<file path="src/rtl/osc_probe_pkg.sv">
package osc_probe_pkg;

  typedef enum logic [1:0] {
    PH_IDLE  = 2'd0,
    PH_SNAP1 = 2'd1,
    PH_WAIT  = 2'd2,
    PH_SNAP2 = 2'd3
  } probe_phase_e;

  // Window length in system cycles, rounded up, never below one.
  function automatic int window_cycles(input longint clk_hz, input longint win_ns);
    longint c;
    c = (clk_hz * win_ns + 64'd999_999_999) / 64'd1_000_000_000;
    if (c < 1) c = 1;
    return int'(c);
  endfunction

endpackage

</file>
<file path="src/rtl/probe_window_timer.sv">
module probe_window_timer #(
  parameter int CYCLES = 12500
) (
  input  logic clk,
  input  logic rst_n,
  input  logic load_i,
  input  logic run_i,
  output logic expired_o
);
  localparam int TW = (CYCLES < 2) ? 1 : $clog2(CYCLES + 1);
  localparam logic [TW-1:0] RELOAD = TW'(CYCLES - 1);

  logic [TW-1:0] left_q, left_d;
  logic          left_en;

  always_comb begin
    left_en = 1'b0;
    left_d  = left_q;
    if (load_i) begin
      left_en = 1'b1;
      left_d  = RELOAD;
    end else if (run_i && (left_q != '0)) begin
      left_en = 1'b1;
      left_d  = left_q - 1'b1;
    end
  end

  always_ff @(posedge clk or negedge rst_n) begin
    if (!rst_n)       left_q <= '0;
    else if (left_en) left_q <= left_d;
  end

  assign expired_o = (left_q == '0);

  // The sequencer must leave the wait phase once the window is used up.
  assert_leave_on_expiry_R4: assert property (@(posedge clk) disable iff (!rst_n)
    (run_i && expired_o) |=> !run_i);

endmodule

</file>
<file path="src/rtl/probe_seq_fsm.sv">
module probe_seq_fsm
  import osc_probe_pkg::*;
(
  input  logic         clk,
  input  logic         rst_n,
  input  logic         req_i,
  input  logic         expired_i,
  output probe_phase_e phase_o,
  output logic         load_o,
  output logic         run_o,
  output logic         cap_o,
  output logic         cmp_o,
  output logic         force_o,
  output logic         done_o
);
  probe_phase_e phase_q, phase_d;
  logic         force_q, force_d;
  logic         done_q,  done_d;

  always_comb begin
    phase_d = phase_q;
    case (phase_q)
      PH_IDLE:  if (req_i) phase_d = PH_SNAP1;
      PH_SNAP1: phase_d = PH_WAIT;
      PH_WAIT:  if (expired_i) phase_d = PH_SNAP2;
      PH_SNAP2: phase_d = PH_IDLE;
      default:  phase_d = PH_IDLE;
    endcase
    force_d = (phase_d != PH_IDLE);
    done_d  = (phase_q == PH_SNAP2);
  end

  always_ff @(posedge clk or negedge rst_n) begin
    if (!rst_n) begin
      phase_q <= PH_IDLE;
      force_q <= 1'b0;
      done_q  <= 1'b0;
    end else begin
      phase_q <= phase_d;
      force_q <= force_d;
      done_q  <= done_d;
    end
  end

  assign phase_o = phase_q;
  assign load_o  = (phase_q == PH_SNAP1);
  assign cap_o   = (phase_q == PH_SNAP1);
  assign run_o   = (phase_q == PH_WAIT);
  assign cmp_o   = (phase_q == PH_SNAP2);
  assign force_o = force_q;
  assign done_o  = done_q;

  assert_req_raises_force_R2: assert property (@(posedge clk) disable iff (!rst_n)
    (phase_q == PH_IDLE && req_i) |=> force_o);

  assert_force_before_snap_R3: assert property (@(posedge clk) disable iff (!rst_n)
    cap_o |-> force_o);

  assert_done_single_R6: assert property (@(posedge clk) disable iff (!rst_n)
    done_o |=> !done_o);

  assert_no_restart_R8: assert property (@(posedge clk) disable iff (!rst_n)
    (phase_q == PH_WAIT) |=> (phase_q == PH_WAIT || phase_q == PH_SNAP2));

endmodule

</file>
<file path="src/rtl/probe_snap_cmp.sv">
module probe_snap_cmp #(
  parameter int CNT_W = 32
) (
  input  logic             clk,
  input  logic             rst_n,
  input  logic [CNT_W-1:0] cnt_i,
  input  logic             cap_i,
  input  logic             cmp_i,
  output logic             fail_o
);
  logic [CNT_W-1:0] snap_q;
  logic             fail_q, fail_d;

  always_comb begin
    fail_d = fail_q;
    if (cmp_i) fail_d = (cnt_i == snap_q);
  end

  always_ff @(posedge clk or negedge rst_n) begin
    if (!rst_n)     snap_q <= '0;
    else if (cap_i) snap_q <= cnt_i;
  end

  always_ff @(posedge clk or negedge rst_n) begin
    if (!rst_n) fail_q <= 1'b0;
    else        fail_q <= fail_d;
  end

  assign fail_o = fail_q;

  assert_snap_hold_R3: assert property (@(posedge clk) disable iff (!rst_n)
    !cap_i |=> $stable(snap_q));

  assert_fail_hold_R7: assert property (@(posedge clk) disable iff (!rst_n)
    !cmp_i |=> $stable(fail_o));

endmodule

</file>
<file path="src/rtl/osc_alive_probe.sv">
module osc_alive_probe
  import osc_probe_pkg::*;
#(
  parameter longint SYS_CLK_HZ = 250_000_000,
  parameter longint WINDOW_NS  = 50_000,
  parameter int     CNT_W      = 32
) (
  input  logic             clk,
  input  logic             rst_n,
  input  logic             check_req_i,
  input  logic [CNT_W-1:0] osc_count_i,
  output logic             count_force_o,
  output logic             check_done_o,
  output logic             osc_fail_o
);
  localparam int WAIT_CYC = window_cycles(SYS_CLK_HZ, WINDOW_NS);

  probe_phase_e phase;
  logic load, run, cap, cmp, expired;

  probe_seq_fsm u_seq (
    .clk       (clk),
    .rst_n     (rst_n),
    .req_i     (check_req_i),
    .expired_i (expired),
    .phase_o   (phase),
    .load_o    (load),
    .run_o     (run),
    .cap_o     (cap),
    .cmp_o     (cmp),
    .force_o   (count_force_o),
    .done_o    (check_done_o)
  );

  probe_window_timer #(.CYCLES(WAIT_CYC)) u_tmr (
    .clk       (clk),
    .rst_n     (rst_n),
    .load_i    (load),
    .run_i     (run),
    .expired_o (expired)
  );

  probe_snap_cmp #(.CNT_W(CNT_W)) u_cmp (
    .clk    (clk),
    .rst_n  (rst_n),
    .cnt_i  (osc_count_i),
    .cap_i  (cap),
    .cmp_i  (cmp),
    .fail_o (osc_fail_o)
  );

  assert_force_low_at_done_R2: assert property (@(posedge clk) disable iff (!rst_n)
    check_done_o |-> !count_force_o);

  assert_done_follows_compare_R5: assert property (@(posedge clk) disable iff (!rst_n)
    cmp |=> check_done_o);

  assert_idle_phase_no_force_R1: assert property (@(posedge clk) disable iff (!rst_n)
    (phase == PH_IDLE && !check_done_o && $past(phase) == PH_IDLE) |-> !count_force_o);

endmodule

</file>
<file path="config.mk">
export PLATFORM = sky130hd
export DESIGN_NAME = osc_alive_probe
export DESIGN_NICKNAME = d
export VERILOG_FILES = /design/src/rtl/osc_probe_pkg.sv /design/src/rtl/probe_window_timer.sv /design/src/rtl/probe_seq_fsm.sv /design/src/rtl/probe_snap_cmp.sv /design/src/rtl/osc_alive_probe.sv
export SDC_FILE = /design/constraint.sdc
export NUM_CORES = 1
export LEC_CHECK = 0
export BUFFER_PORTS_ARGS = -buffer_cell sky130_fd_sc_hd__buf_2
export CAP_MARGIN = 20
export CORE_UTILIZATION = 56
export DETAILED_ROUTE_END_ITERATION = 6
export PLACE_DENSITY = 0.79
export SLEW_MARGIN = 0
export SYNTH_ARGS = -nofsm -noshare
export SYNTH_HDL_FRONTEND = slang
export SYNTH_SLANG_ARGS = --single-unit
</file>
<file path="constraint.sdc">
create_clock -name clk -period 2.7 [get_ports clk]
set_clock_uncertainty 0.05 [all_clocks]
set_input_delay 0.81 -clock clk [delete_from_list [all_inputs] [get_ports clk]]
set_output_delay 0.81 -clock clk [all_outputs]
set_load 0.03 [all_outputs]
</file>
# --- After elaboration in Yosys (flattened, before gate mapping) ---
# Cells that the tools add are included.
classes:
  eq_ne: 4
  addsub: 1
  reduce_logical: 7
  n_mux: 7
op_table:
  columns: ["operator", "count"]
  rows:
  - ["32-bit equality test", 1]
  - ["14-bit two-way mux", 2]
  - ["14-bit logical NOT", 1]
  - ["14-bit nonzero test", 1]
  - ["14-bit by 1-bit subtractor with 14-bit output, second input constant", 1]
  - ["2-bit case mux with 4 select lines", 1]
  - ["2-bit equality test, second input constant", 2]
  - ["2-bit two-way mux", 2]
  - ["2-bit nonzero test", 2]
  - ["2-bit by 1-bit equality test with 1-bit output, second input constant", 1]
  - ["2-bit logical NOT", 1]
  - ["1-bit two-way mux", 2]
  - ["2-bit AND reduction", 1]
  - ["1-bit logical AND", 1]
totals:
  register_bits: 51
  elab_cells: 25

# --- Depth between registers and ports, before layout ---
# Gate-level depths: netlist of run 1.
depth:
  word_depth: 5
  mapped_depth: 8

# --- By module ---
# A second synthesis of run 1 with hierarchy kept.
unflattened:
  hier_cells: 212
  area_unflattened_um2: 2620.0
modules_own_cells:
  columns: ["module", "instances", "seq_area_each_um2", "area_each_um2", "cells_each"]
  rows:
  - ["probe_snap_cmp", 1, 825.8, 1561.5, 114]
  - ["probe_window_timer", 1, 350.3, 853.3, 83]
  - ["probe_seq_fsm", 1, 100.1, 205.2, 15]

# --- Least setup slack after synthesis of run 1 ---
# No wires, ideal clock.
synth_timing:
  kind: "flip-flop to flip-flop"
  startpoint: "reg u_tmr.left_q[0]"
  endpoint: "reg u_tmr.left_q[7]"
  arrival_ns: 2.072
  stages_incl_launch_ff: 9
  setup_slack_ns: 0.457
  n_path_buf: 1
  path_cell_list: "dfrtp_1 > inv_1 > ha_1 > or4b_1 > or4_4 > buf_6 > or4b_1 > xor2_1 > nand2b_1"
synth_between:
  elab_chain_cells: 5
synth_lines:
  columns: ["element", "line", "source"]
  rows:
  - ["start, declared", "probe_window_timer.sv:13", "logic [TW-1:0] left_q, left_d;"]
  - ["start signal, assigned", "probe_window_timer.sv:30", "else if (left_en) left_q <= left_d;"]
  - ["parallel branches: the longest is 5 deep, another holds 14-bit by 1-bit subtractor with 14-bit output", null, null]
# Several ways; the timed one is not identified. The select of a mux whose other input is x is not followed.
# A chain may end at the register's enable or synchronous reset.

# --- Worst setup path after layout of run 1 ---
layout_timing:
  startpoint: "reg u_tmr.left_q[0]"
  endpoint: "reg u_tmr.left_q[1]"
# The elaborated chain is that of the path after synthesis.

==> qor.csv, run 1 <==
stage,metric,value,unit
logic_synthesis,Synth cell types,33,
critical_path,Crit. End Element,register,
drt,met3 wire length,147,um
power,Switch Pwr,0.918,mW
critical_path,CP max-delay cell,or4_4,
run_status,status,finished clean,
global_route,Congestion Overflow GR,0,
clocking,CTS Sinks,51,
logic_synthesis,sequential area share after synthesis,50.2,%
floorplan,width of the chip,69.4,um
sta,Slew Limit Fails,0,
global_route,initial antenna violation count,0,
drt,DRC violations left,0,
drt,DRT met1 WL,1.85,mm
drt,DR pass1 iterations,4,
floorplan,core area,0.00435,mm2
logic_synthesis,"Warnings, synthesis",0,
drt,routed wire length on met2,2.09,mm
clocking,root buffer cell,clkbuf_8,
placement,routability cong.,0.842,
drt,via/cell ratio,5.35,
clocking,CTS Hold Bufs,0,
sta,Least-Margin Pin Slew,0.599,ns
logic_synthesis,Yosys reg bits,51,
logic_synthesis,synthesized area,0.00254,mm2
drt,DR top layer,met4,
clocking,Longest Clk Path Bufs,2,
logic_synthesis,"Avg Cell Area, Syn",12.2,um2
finish,nets@finish,289,
critical_path,Worst path max stage delay,0.57,ns
power,Clock power frac,16.4,%
clocking,cts repair resizes,0,
sta,WHS,0.446,ns
critical_path,Setup crit start,u_tmr.left_q[0],
placement,Place WS,0.363,ns
critical_path,crit path cell chain,"inv_1, ha_1, or4b_1, or4_4, nand2_4, nor2_1, a211o_1",
critical_path,Reg-to-Reg Start,u_tmr.left_q[0],
sta,post-layout minimum cycle time,2.35,ns
drt,Routed Wire Length,4.17,mm
sta,RSZ-0062 raised after global routing,false,
critical_path,worst path required time,2.84,ns
finish,# diodes,0,
floorplan,Starting Density,58.4,%
sta,setup TNS,0,ns
power,Peak supply drop,0.000612,V
critical_path,Setup crit start kind,register,
drt,Iter 0 DRT Violations,71,
global_route,pin count of the biggest net entering global routing,30,
power,Comb pwr share,36.5,%
floorplan,# rows,24,
flow_run,Max Cap Viol,0,
sta,Max-slew headroom,60.1,%
drt,wire per inst,13.8,um
critical_path,FF-to-FF path depth,7,
finish,Area Overhead vs Synth,12.8,%
critical_path,reg2reg setup slack,0.35,ns
drt,via count,1615,
placement,Area after DPL,0.00277,mm2
floorplan,Die Footprint,0.00481,mm2
power,overall power,2.79,mW
power,Internal Pwr Total,1.87,mW
critical_path,worst path arrival time,2.49,ns
critical_path,critical path class,register to register,
clocking,TritonCTS clock tree,done,
critical_path,RR Endpoint,u_tmr.left_q[1],
power,Pleak,1.23,nW
clocking,clk_lat worst skew,0.31,ns
floorplan,# IOs,38,
power,switch share,32.9,%
floorplan,die height,69.4,um
global_route,first-pass GRT wire length,7.54,mm
sta,final setup vio count,0,
power,PwrDens,974,mW/mm2
clocking,Clock transition at path regs,0.10,ns
sta,Fin. Hold Viols,0,
global_route,via count of the first global-routing pass,1717,
placement,DP HPWL,3.06,mm
sta,setup ws final,0.350,ns
sta,fin crit share,87.0,%
hold_path,hold crit path type,primary input to asynchronous set/reset pin,
sta,maximum clock rate,426,MHz
placement,PortBufs,37,
clocking,H-tree depth,2,
critical_path,CP Max Fanout,7,
global_route,gr usage total,19.8,%
finish,layout cells sized above 1,34.4,%
clocking,CTS Buf Count,5,
logic_synthesis,Mapped Nets,249,
power,Flop pwr share,47.1,%
clocking,Setup Buffers After CTS,0,
finish,design area,0.00287,mm2
drt,Antenna Nets Post-Route,0,
logic_synthesis,post-synthesis instance total,209,
-- cell type report --
type / count / area, um2
fill: 355 / 1490
clock buffer: 7 / 86.3
tap: 52 / 65.1
timing repair buffer: 40 / 220
inverter: 7 / 26.3
clock inverter: 1 / 8.76
sequential: 51 / 1280
multi-input combinational: 144 / 1180
-- cells by family (layout without fill, tap and decap cells) --
group / Yosys count / after routing / share of synthesized area, %
AOI/OAI and AO/OA: 9 / 9 / 2.41
buffers and inverters: 14 / 55 / 3.35
xor gates and xnor gates: 41 / 41 / 14.1
adders and majority gates: 5 / 5 / 2.46
DFF: 51 / 51 / 50.2
muxes: 32 / 32 / 14.2
and+or+nand+nor: 57 / 57 / 13.2
-- per-layer routing --
layer / global-route usage [%] / vias up
met5: 0 / -
li1: - / 800
met3: 3.63 / 7
met1: 24.5 / 775
met2: 34.2 / 33
met4: 8.16 / 0
-- worst max-delay path, delay by kind of cell, from the launching register on --
kind | cells | cell delay [ns]
adder cells (fa/ha/maj) | 1 | 0.22
AO/OA/AOI/OAI | 1 | 0.26
flip-flops | 1 | 0.39
AND/OR/NAND/NOR | 4 | 1.22
buffers and inverters | 1 | 0.09
-- flip-flops by register name (all words and copies together) (netlist names) --
signal         count
u_tmr.left_q      14
u_seq.phase_o      2
u_cmp.snap_q      32
u_seq.done_o       1
u_seq.force_o      1
u_cmp.fail_o       1
-- cell usage in the layout (no fill, tap or decap), types with 6 or more instances in the layout --
| cell | n |
|---|---|
| clkbuf_8 | 6 |
| dfrtp_1 | 51 |
| mux2_2 | 32 |
| nor4_1 | 7 |
| xor2_1 | 18 |
| inv_1 | 7 |
| buf_2 | 37 |
| nand4_1 | 6 |
| xnor2_1 | 23 |
| nor2_1 | 14 |
-- worst max-delay path by stage --
stage	endpoint	slack [ns]	depth (start not counted)
4_1_cts	u_tmr.left_q[1]	0.36	7
3_5_place_dp	u_tmr.left_q[1]	0.36	7
6_report	u_tmr.left_q[1]	0.35	7
2_1_floorplan	u_tmr.left_q[7]	0.46	8
5_1_grt	u_tmr.left_q[1]	0.25	7
3_3_place_gp	u_tmr.left_q[1]	0.44	7
-- synthesized netlist by cell type, drive strengths merged --
cell	count	area share, %
or4	2	0.89
xor2	18	6.2
a211o	1	0.34
inv	7	1.0
nor3	4	0.79
nor4	7	1.7
o22a	1	0.39
or3	2	0.49
o21a	1	0.30
o22ai	1	0.25
a21oi	3	0.59
nor4b	2	0.69
nand2b	3	0.74
nor2	14	2.1
buf	3	1.3
or4b	2	0.79
o21ai	2	0.54
xnor2	23	7.9
nand2	5	1.0
clkbuf	4	0.98
nand4	6	1.5
nand3b	1	0.30
mux2	32	14
nand3	4	0.79
or2	2	0.49
dfrtp	51	50
nor3b	1	0.30
nand4b	2	0.69
ha	5	2.5
-- power by group through the flow --
stage,clock [mW],combinational [mW],sequential [mW]
after floorplan,0,0.839,1.31
after global placement,0,0.996,1.31
after detailed placement,0,1.03,1.33
after CTS,0.474,1.03,1.32
after global routing,0.490,1.14,1.37
final,0.459,1.02,1.31
-- stage by stage --
stage               utilization [%]  std cells
finish                         65.8        302
detailed placement             63.6        294
global route                   65.8        302
floorplan                         -        209
CTS                            65.8        302
global placement               63.6        294
Note: power is estimated with default switching activity, not from simulation.
==> inputs of run 2 (changes only) <==
--- a/config.mk
+++ b/config.mk
@@ -7,10 +7,11 @@
 export LEC_CHECK = 0
 export BUFFER_PORTS_ARGS = -buffer_cell sky130_fd_sc_hd__buf_2
 export CAP_MARGIN = 20
-export CORE_UTILIZATION = 56
+export CORE_UTILIZATION = 57
 export DETAILED_ROUTE_END_ITERATION = 6
-export PLACE_DENSITY = 0.79
+export PLACE_DENSITY = 0.8
 export SLEW_MARGIN = 0
 export SYNTH_ARGS = -nofsm -noshare
 export SYNTH_HDL_FRONTEND = slang
+export SYNTH_HIERARCHICAL = 1
 export SYNTH_SLANG_ARGS = --single-unit
==> run 2 against run 1 <==
Effect of this change: critical path depth decreased by 1; sequential power about the same; power increased by 3.1%; non-clock buffer count increased by 1; worst setup slack got worse by 0.11 ns; sequential share of layout area decreased by 1.4 points; global-route usage increased by 0.20 points; synthesized area increased by 3.1%; final area increased by 3.4%; sequential cell count unchanged.
==> qor.csv, run 2 <==
stage,metric,value,unit
run_status,status,finished clean,
clocking,root buffer cell,clkbuf_8,
logic_synthesis,Commonest cells post-synth,"dfrtp_1, mux2_2, xnor2_1",
global_route,pin count of the biggest net entering global routing,49,
critical_path,Critical Path End,u_tmr/left_q[11],
finish,most frequent cells in the layout,"dfrtp_1, buf_2, mux2_2",
critical_path,WP buf/inv,1,
logic_synthesis,Yosys top cell by area,dfrtp_1,
global_route,initial antenna violation count,0,
sta,fin crit share,91.2,%
critical_path,Setup crit start kind,register,
logic_synthesis,synth top area cells,"dfrtp_1, mux2_2, xnor2_1, xor2_1, mux2_1",
drt,Iter 0 DRT Violations,90,
logic_synthesis,Synth cell types,43,
logic_synthesis,Mapped Nets,252,
critical_path,crit path cell chain,"inv_1, ha_1, or4b_2, nand4b_4, or4_1, a21oi_1",
logic_synthesis,Synth Flop Type,dfrtp_1,
logic_synthesis,most common cell in the netlist,dfrtp_1,
logic_synthesis,Synth Area in Compound Gates,6.30,%
finish,Area Overhead vs Synth,13.0,%
logic_synthesis,ys async rst share,100,%
critical_path,reg2reg setup slack,0.24,ns
logic_synthesis,Synth Area in Adders,2.39,%
finish,max reg flops,32,
floorplan,# IOs,38,
critical_path,CP max-delay cell,or4b_2,
logic_synthesis,Yosys top cell area share,48.7,%
placement,routability cong.,0.781,
drt,Routed Wire Length,4.55,mm
finish,"commonest non-fill, non-tap cell in the layout",dfrtp_1,
power,overall power,2.88,mW
finish,layout cells sized above 1,34.6,%
drt,via/cell ratio,5.59,
critical_path,top cell family by delay on the critical path,simple AND/OR/NAND/NOR gates,
clocking,H-tree depth,2,
global_route,first-pass GRT wire length,7.53,mm
floorplan,die height,69.8,um
logic_synthesis,Synth Area in XOR/XNOR,11.0,%
finish,# diodes,0,
critical_path,Setup crit start,u_seq/phase_o[0],
logic_synthesis,synthesized area,0.00262,mm2
clocking,CTS Buf Count,5,
sta,RSZ-0062 raised after global routing,false,
finish,nets@finish,293,
power,Pleak,1.29,nW
global_route,via count of the first global-routing pass,1733,
logic_synthesis,Synth Area in Simple Gates,13.8,%
critical_path,CP Max Fanout,6,
finish,Layout fillers,350,
floorplan,core area,0.00438,mm2
floorplan,Die Footprint,0.00487,mm2
logic_synthesis,post-synthesis instance total,212,
critical_path,worst path required time,2.87,ns
logic_synthesis,"Warnings, synthesis",6,
drt,DRC violations left,0,
sta,Slew Limit Fails,0,
power,PwrDens,972,mW/mm2
logic_synthesis,sequential area share after synthesis,48.7,%
clocking,CTS Hold Bufs,0,
global_route,gr usage total,20.0,%
critical_path,Crit. End Element,register,
critical_path,Worst path max stage delay,0.66,ns
power,Peak supply drop,0.000679,V
finish,register area,0.00128,mm2
drt,DR pass1 iterations,4,
hold_path,hold crit path type,primary input to asynchronous set/reset pin,
clocking,TritonCTS clock tree,done,
critical_path,worst path arrival time,2.63,ns
drt,wire per inst,14.9,um
critical_path,Worst path depth,6,
logic_synthesis,mux contribution to synthesized area,15.1,%
clocking,Setup Buffers After CTS,0,
critical_path,FF-to-FF path depth,6,
floorplan,Starting Density,59.8,%
clocking,cts repair resizes,0,
critical_path,Reg-to-Reg Start,u_seq/phase_o[0],
logic_synthesis,"Avg Cell Area, Syn",12.4,um2
clocking,clk_lat worst skew,0.30,ns
floorplan,# rows,24,
logic_synthesis,Yosys reg bits,51,
flow_run,Max Cap Viol,0,
clocking,Longest Clk Path Bufs,2,
logic_synthesis,Post-synth EDFFs,0,
drt,Antenna Nets Post-Route,0,
finish,area of the multi-input gates,0.00128,mm2
clocking,CTS Sinks,51,
placement,DP HPWL,3.37,mm
placement,PortBufs,37,
sta,setup TNS,0,ns
finish,Reg with most FFs,u_cmp/snap_q,
drt,via count,1712,
sta,maximum clock rate,406,MHz
logic_synthesis,main combinational cell family by area after synthesis,multiplexers,
critical_path,RR Endpoint,u_tmr/left_q[11],
sta,final setup vio count,0,
sta,post-layout minimum cycle time,2.46,ns
sta,Max-slew headroom,57.5,%
clocking,Clock transition at path regs,0.08,ns
floorplan,width of the chip,69.8,um
global_route,Congestion Overflow GR,0,
sta,Fin. Hold Viols,0,
sta,Least-Margin Pin Slew,0.631,ns
critical_path,critical path class,register to register,
## run 2: changes by cell type after synthesis, moves of 3 or more
| cell | before | now |
|---|---|---|
| o31ai_1 | 0 | 3 |
| or3_1 | 2 | 7 |
| xor2_1 | 18 | 15 |
| xnor2_1 | 23 | 18 |
| nor2_1 | 14 | 7 |
| mux2_1 | 0 | 9 |
| mux2_2 | 32 | 24 |
| nand3_1 | 4 | 1 |
| buf_2 | 0 | 3 |
| a21oi_1 | 3 | 8 |
## run 2: kinds of logic (layout without fill, tap and decap cells)
family,after synthesis,after routing
xor gates and xnor gates,33,33
and+or+nand+nor,52,52
buffers and inverters,14,56
adders and majority gates,5,5
AOI/OAI and AO/OA,22,22
muxes,35,35
DFF,51,51
## run 2: layout make-up
class | instances | area share (%)
Clock buffer | 8 | 3.38
Inverter | 7 | 0.887
Tap cell | 52 | 2.20
Multi-Input combinational cell | 147 | 43.2
Sequential cell | 51 | 43.1
Timing Repair Buffer | 41 | 7.27
## run 2: worst register-to-register path, stage by stage, from the launching register on
cell and delay, ns:
dfrtp_1 0.43, inv_1 0.11, ha_1 0.30, or4b_2 0.66, nand4b_4 0.22, or4_1 0.43, a21oi_1 0.19
## run 2: worst min path at each step
stage	depth (start not counted)	slack, ns	startpoint	end
2_1_floorplan	1	0.43	u_cmp/snap_q[0]	u_cmp/snap_q[0]
3_3_place_gp	1	0.44	u_cmp/snap_q[21]	u_cmp/snap_q[21]
3_5_place_dp	1	0.45	u_cmp/snap_q[4]	u_cmp/snap_q[4]
4_1_cts	1	0.42	rst_n	u_cmp/snap_q[4]
5_1_grt	1	0.43	rst_n	u_seq/force_o
6_report	1	0.41	rst_n	u_cmp/snap_q[4]
## run 2: routing by layer
layer | up-vias | part of all wire [%] | track usage [%]
li1 | 843 | - | -
met1 | 831 | 44 | 23.9
met2 | 31 | 50 | 34.1
met3 | 7 | 3.7 | 4.07
met4 | 0 | 2.0 | 10.2
met5 | - | 0 | 0
## run 2: where the power goes
part / switching (mW) / internal [mW]
clock network: 0.229 / 0.234
registers: 0.249 / 1.09
logic: 0.481 / 0.593
total: 0.959 / 1.92
## run 2: through the flow
step	std cells	worst slack (ns)	utilization, %	area [um2]	hold slack, ns
floorplan	212	0.473	-	2620	0.430
global placement	298	0.376	65.3	2860	0.439
detailed placement	298	0.289	65.3	2860	0.447
finish	306	0.238	67.6	2960	0.409
global route	306	0.0913	67.6	2960	0.435
CTS	306	0.258	67.6	2960	0.416
==> inputs of run 3 (changes only) <==
--- a/config.mk
+++ b/config.mk
@@ -7,9 +7,12 @@
 export LEC_CHECK = 0
 export BUFFER_PORTS_ARGS = -buffer_cell sky130_fd_sc_hd__buf_2
 export CAP_MARGIN = 20
-export CORE_UTILIZATION = 57
+export CELL_PAD_IN_SITES_DETAIL_PLACEMENT = 0
+export CELL_PAD_IN_SITES_GLOBAL_PLACEMENT = 1
+export CORE_UTILIZATION = 46
+export CTS_CLUSTER_SIZE = 14
 export DETAILED_ROUTE_END_ITERATION = 6
-export PLACE_DENSITY = 0.8
+export PLACE_DENSITY_LB_ADDON = 0.1
 export SLEW_MARGIN = 0
 export SYNTH_ARGS = -nofsm -noshare
 export SYNTH_HDL_FRONTEND = slang
==> run 3 against run 2 <==
Effect of this change: die area up 23%; sequential cell count unchanged; final cell count up 6.5%; global-route usage down 2.4 points; core utilization down 13 points; worst hold slack better by 0.017 ns; sequential share of layout area down 0.63 points; via count down 0.88%; critical path depth unchanged; sequential power about the same; largest power group unchanged.
==> qor.csv, run 3 (same netlist as run 2, synthesis figures left out) <==
stage,metric,value,unit
floorplan,core area,0.00551,mm2
global_route,pin count of the biggest net entering global routing,49,
drt,Iter 0 DRT Violations,112,
floorplan,width of the chip,77.5,um
power,switch share,34.3,%
critical_path,critical path class,register to register,
drt,wire per inst,14.1,um
global_route,first-pass GRT wire length,8.34,mm
drt,DR pass1 iterations,4,
sta,post-layout minimum cycle time,2.33,ns
finish,Area Overhead vs Synth,14.7,%
global_route,Congestion Overflow GR,0,
critical_path,reg2reg setup slack,0.37,ns
global_route,via count of the first global-routing pass,1830,
hold_path,hold crit path type,primary input to asynchronous set/reset pin,
global_route,gr usage total,17.6,%
drt,via/cell ratio,5.21,
global_route,grt met2 use,29.1,%
clocking,TritonCTS clock tree,done,
critical_path,CP Max Fanout,4,
finish,"commonest non-fill, non-tap cell in the layout",dfrtp_1,
clocking,CTS Hold Bufs,0,
critical_path,Setup crit start kind,register,
floorplan,Die Footprint,0.00600,mm2
clocking,clk_lat worst skew,0.31,ns
clocking,Setup Buffers After CTS,0,
sta,maximum clock rate,429,MHz
placement,Post-Place Cells,318,
placement,PortBufs,37,
clocking,Clock transition at path regs,0.10,ns
global_route,met3 Usage GRT,3.29,%
drt,via count,1697,
sta,setup TNS,0,ns
global_route,GRT met1 Usage,23.2,%
global_route,Top Usage Layer GRT,met2,
sta,Fin. Hold Viols,0,
power,Pleak,1.29,nW
power,Peak supply drop,0.000426,V
placement,DP HPWL,3.29,mm
clocking,H-tree depth,2,
global_route,initial antenna violation count,0,
finish,max reg flops,32,
critical_path,FF-to-FF path depth,6,
clocking,Longest Clk Path Bufs,2,
sta,Least-Margin Pin Slew,0.672,ns
power,Comb pwr share,38.1,%
power,Flop pwr share,46.4,%
floorplan,Starting Density,47.6,%
sta,Max-slew headroom,54.8,%
sta,WHS,0.426,ns
clocking,root buffer cell,clkbuf_8,
drt,DRC violations left,0,
power,PwrDens,958,mW/mm2
power,Switch Pwr,0.986,mW
finish,most frequent cells in the layout,"dfrtp_1, buf_2, mux2_2",
critical_path,worst path required time,2.88,ns
clocking,CTS Buf Count,5,
finish,layout cells sized above 1,35.0,%
sta,RSZ-0062 raised after global routing,false,
finish,fin cells,326,
sta,fin crit share,86.2,%
placement,routability cong.,0.800,
floorplan,die height,77.5,um
critical_path,Crit. End Element,register,
floorplan,# rows,27,
clocking,CTS Sinks,51,
power,Clock power frac,15.5,%
power,Internal Pwr Total,1.89,mW
run_status,status,finished clean,
finish,# diodes,0,
finish,Layout fillers,509,
drt,Antenna Nets Post-Route,0,
floorplan,# IOs,38,
finish,Reg with most FFs,u_cmp/snap_q,
drt,Routed Wire Length,4.60,mm
finish,nets@finish,293,
critical_path,worst path arrival time,2.50,ns
sta,Slew Limit Fails,0,
clocking,cts repair resizes,0,
sta,final setup vio count,0,
critical_path,RR Endpoint,u_tmr/left_q[10],
power,overall power,2.88,mW
flow_run,Max Cap Viol,0,
critical_path,Reg-to-Reg Start,u_tmr/left_q[0],
-- run 3: worst max path at each step --
stage | start | endpoint | slack [ns] | cells after the start
floorplan | u_seq/phase_o[0] | u_tmr/left_q[11] | 0.47 | 6
global placement | u_tmr/left_q[0] | u_tmr/left_q[10] | 0.46 | 6
detailed placement | u_tmr/left_q[0] | u_tmr/left_q[10] | 0.41 | 6
CTS | u_tmr/left_q[0] | u_tmr/left_q[10] | 0.37 | 6
global route | u_tmr/left_q[1] | u_tmr/left_q[10] | 0.27 | 6
finish | u_tmr/left_q[0] | u_tmr/left_q[10] | 0.37 | 6
-- run 3: worst max-delay path: stages, from the launching register on --
cell     delay [ns]
dfrtp_1        0.40
inv_1          0.15
ha_1           0.21
or3b_4         0.42
or3_1          0.37
or4b_1         0.48
a21oi_1        0.17
-- run 3: power by group through the flow --
stage | logic [mW] | registers (mW) | clock network, mW
5_1_grt | 1.22 | 1.39 | 0.497
4_1_cts | 1.11 | 1.34 | 0.470
3_3_place_gp | 1.09 | 1.34 | 0
2_1_floorplan | 0.870 | 1.32 | 0
3_5_place_dp | 1.11 | 1.35 | 0
6_report | 1.10 | 1.34 | 0.446
-- run 3: layout make-up --
| class | count | area (um2) | area share [%] |
|---|---|---|---|
| multi-input cells | 147 | 1280 | 42.5 |
| flip-flops and latches | 51 | 1280 | 42.5 |
| repair buffers | 41 | 240 | 7.99 |
| well taps | 72 | 90.1 | 3.00 |
| clock buffers | 5 | 68.8 | 2.29 |
| inverters | 7 | 26.3 | 0.874 |
| clock inverters | 3 | 25.0 | 0.833 |
-- run 3: per-layer routing --
| metal | up-vias | routed length (um) |
|---|---|---|
| met5 | - | 0 |
| met4 | 0 | 52 |
| met3 | 6 | 197 |
| met2 | 33 | 2120 |
| met1 | 815 | 2220 |
| li1 | 843 | - |
-- run 3: per-stage QoR --
stage	instance area [um2]	setup slack, ns	utilization (%)
6_report	3010	0.372	54.6
5_1_grt	3010	0.273	54.6
4_1_cts	3010	0.371	54.6
3_5_place_dp	2910	0.412	52.9
3_3_place_gp	2910	0.456	52.9
2_1_floorplan	2620	0.473	-
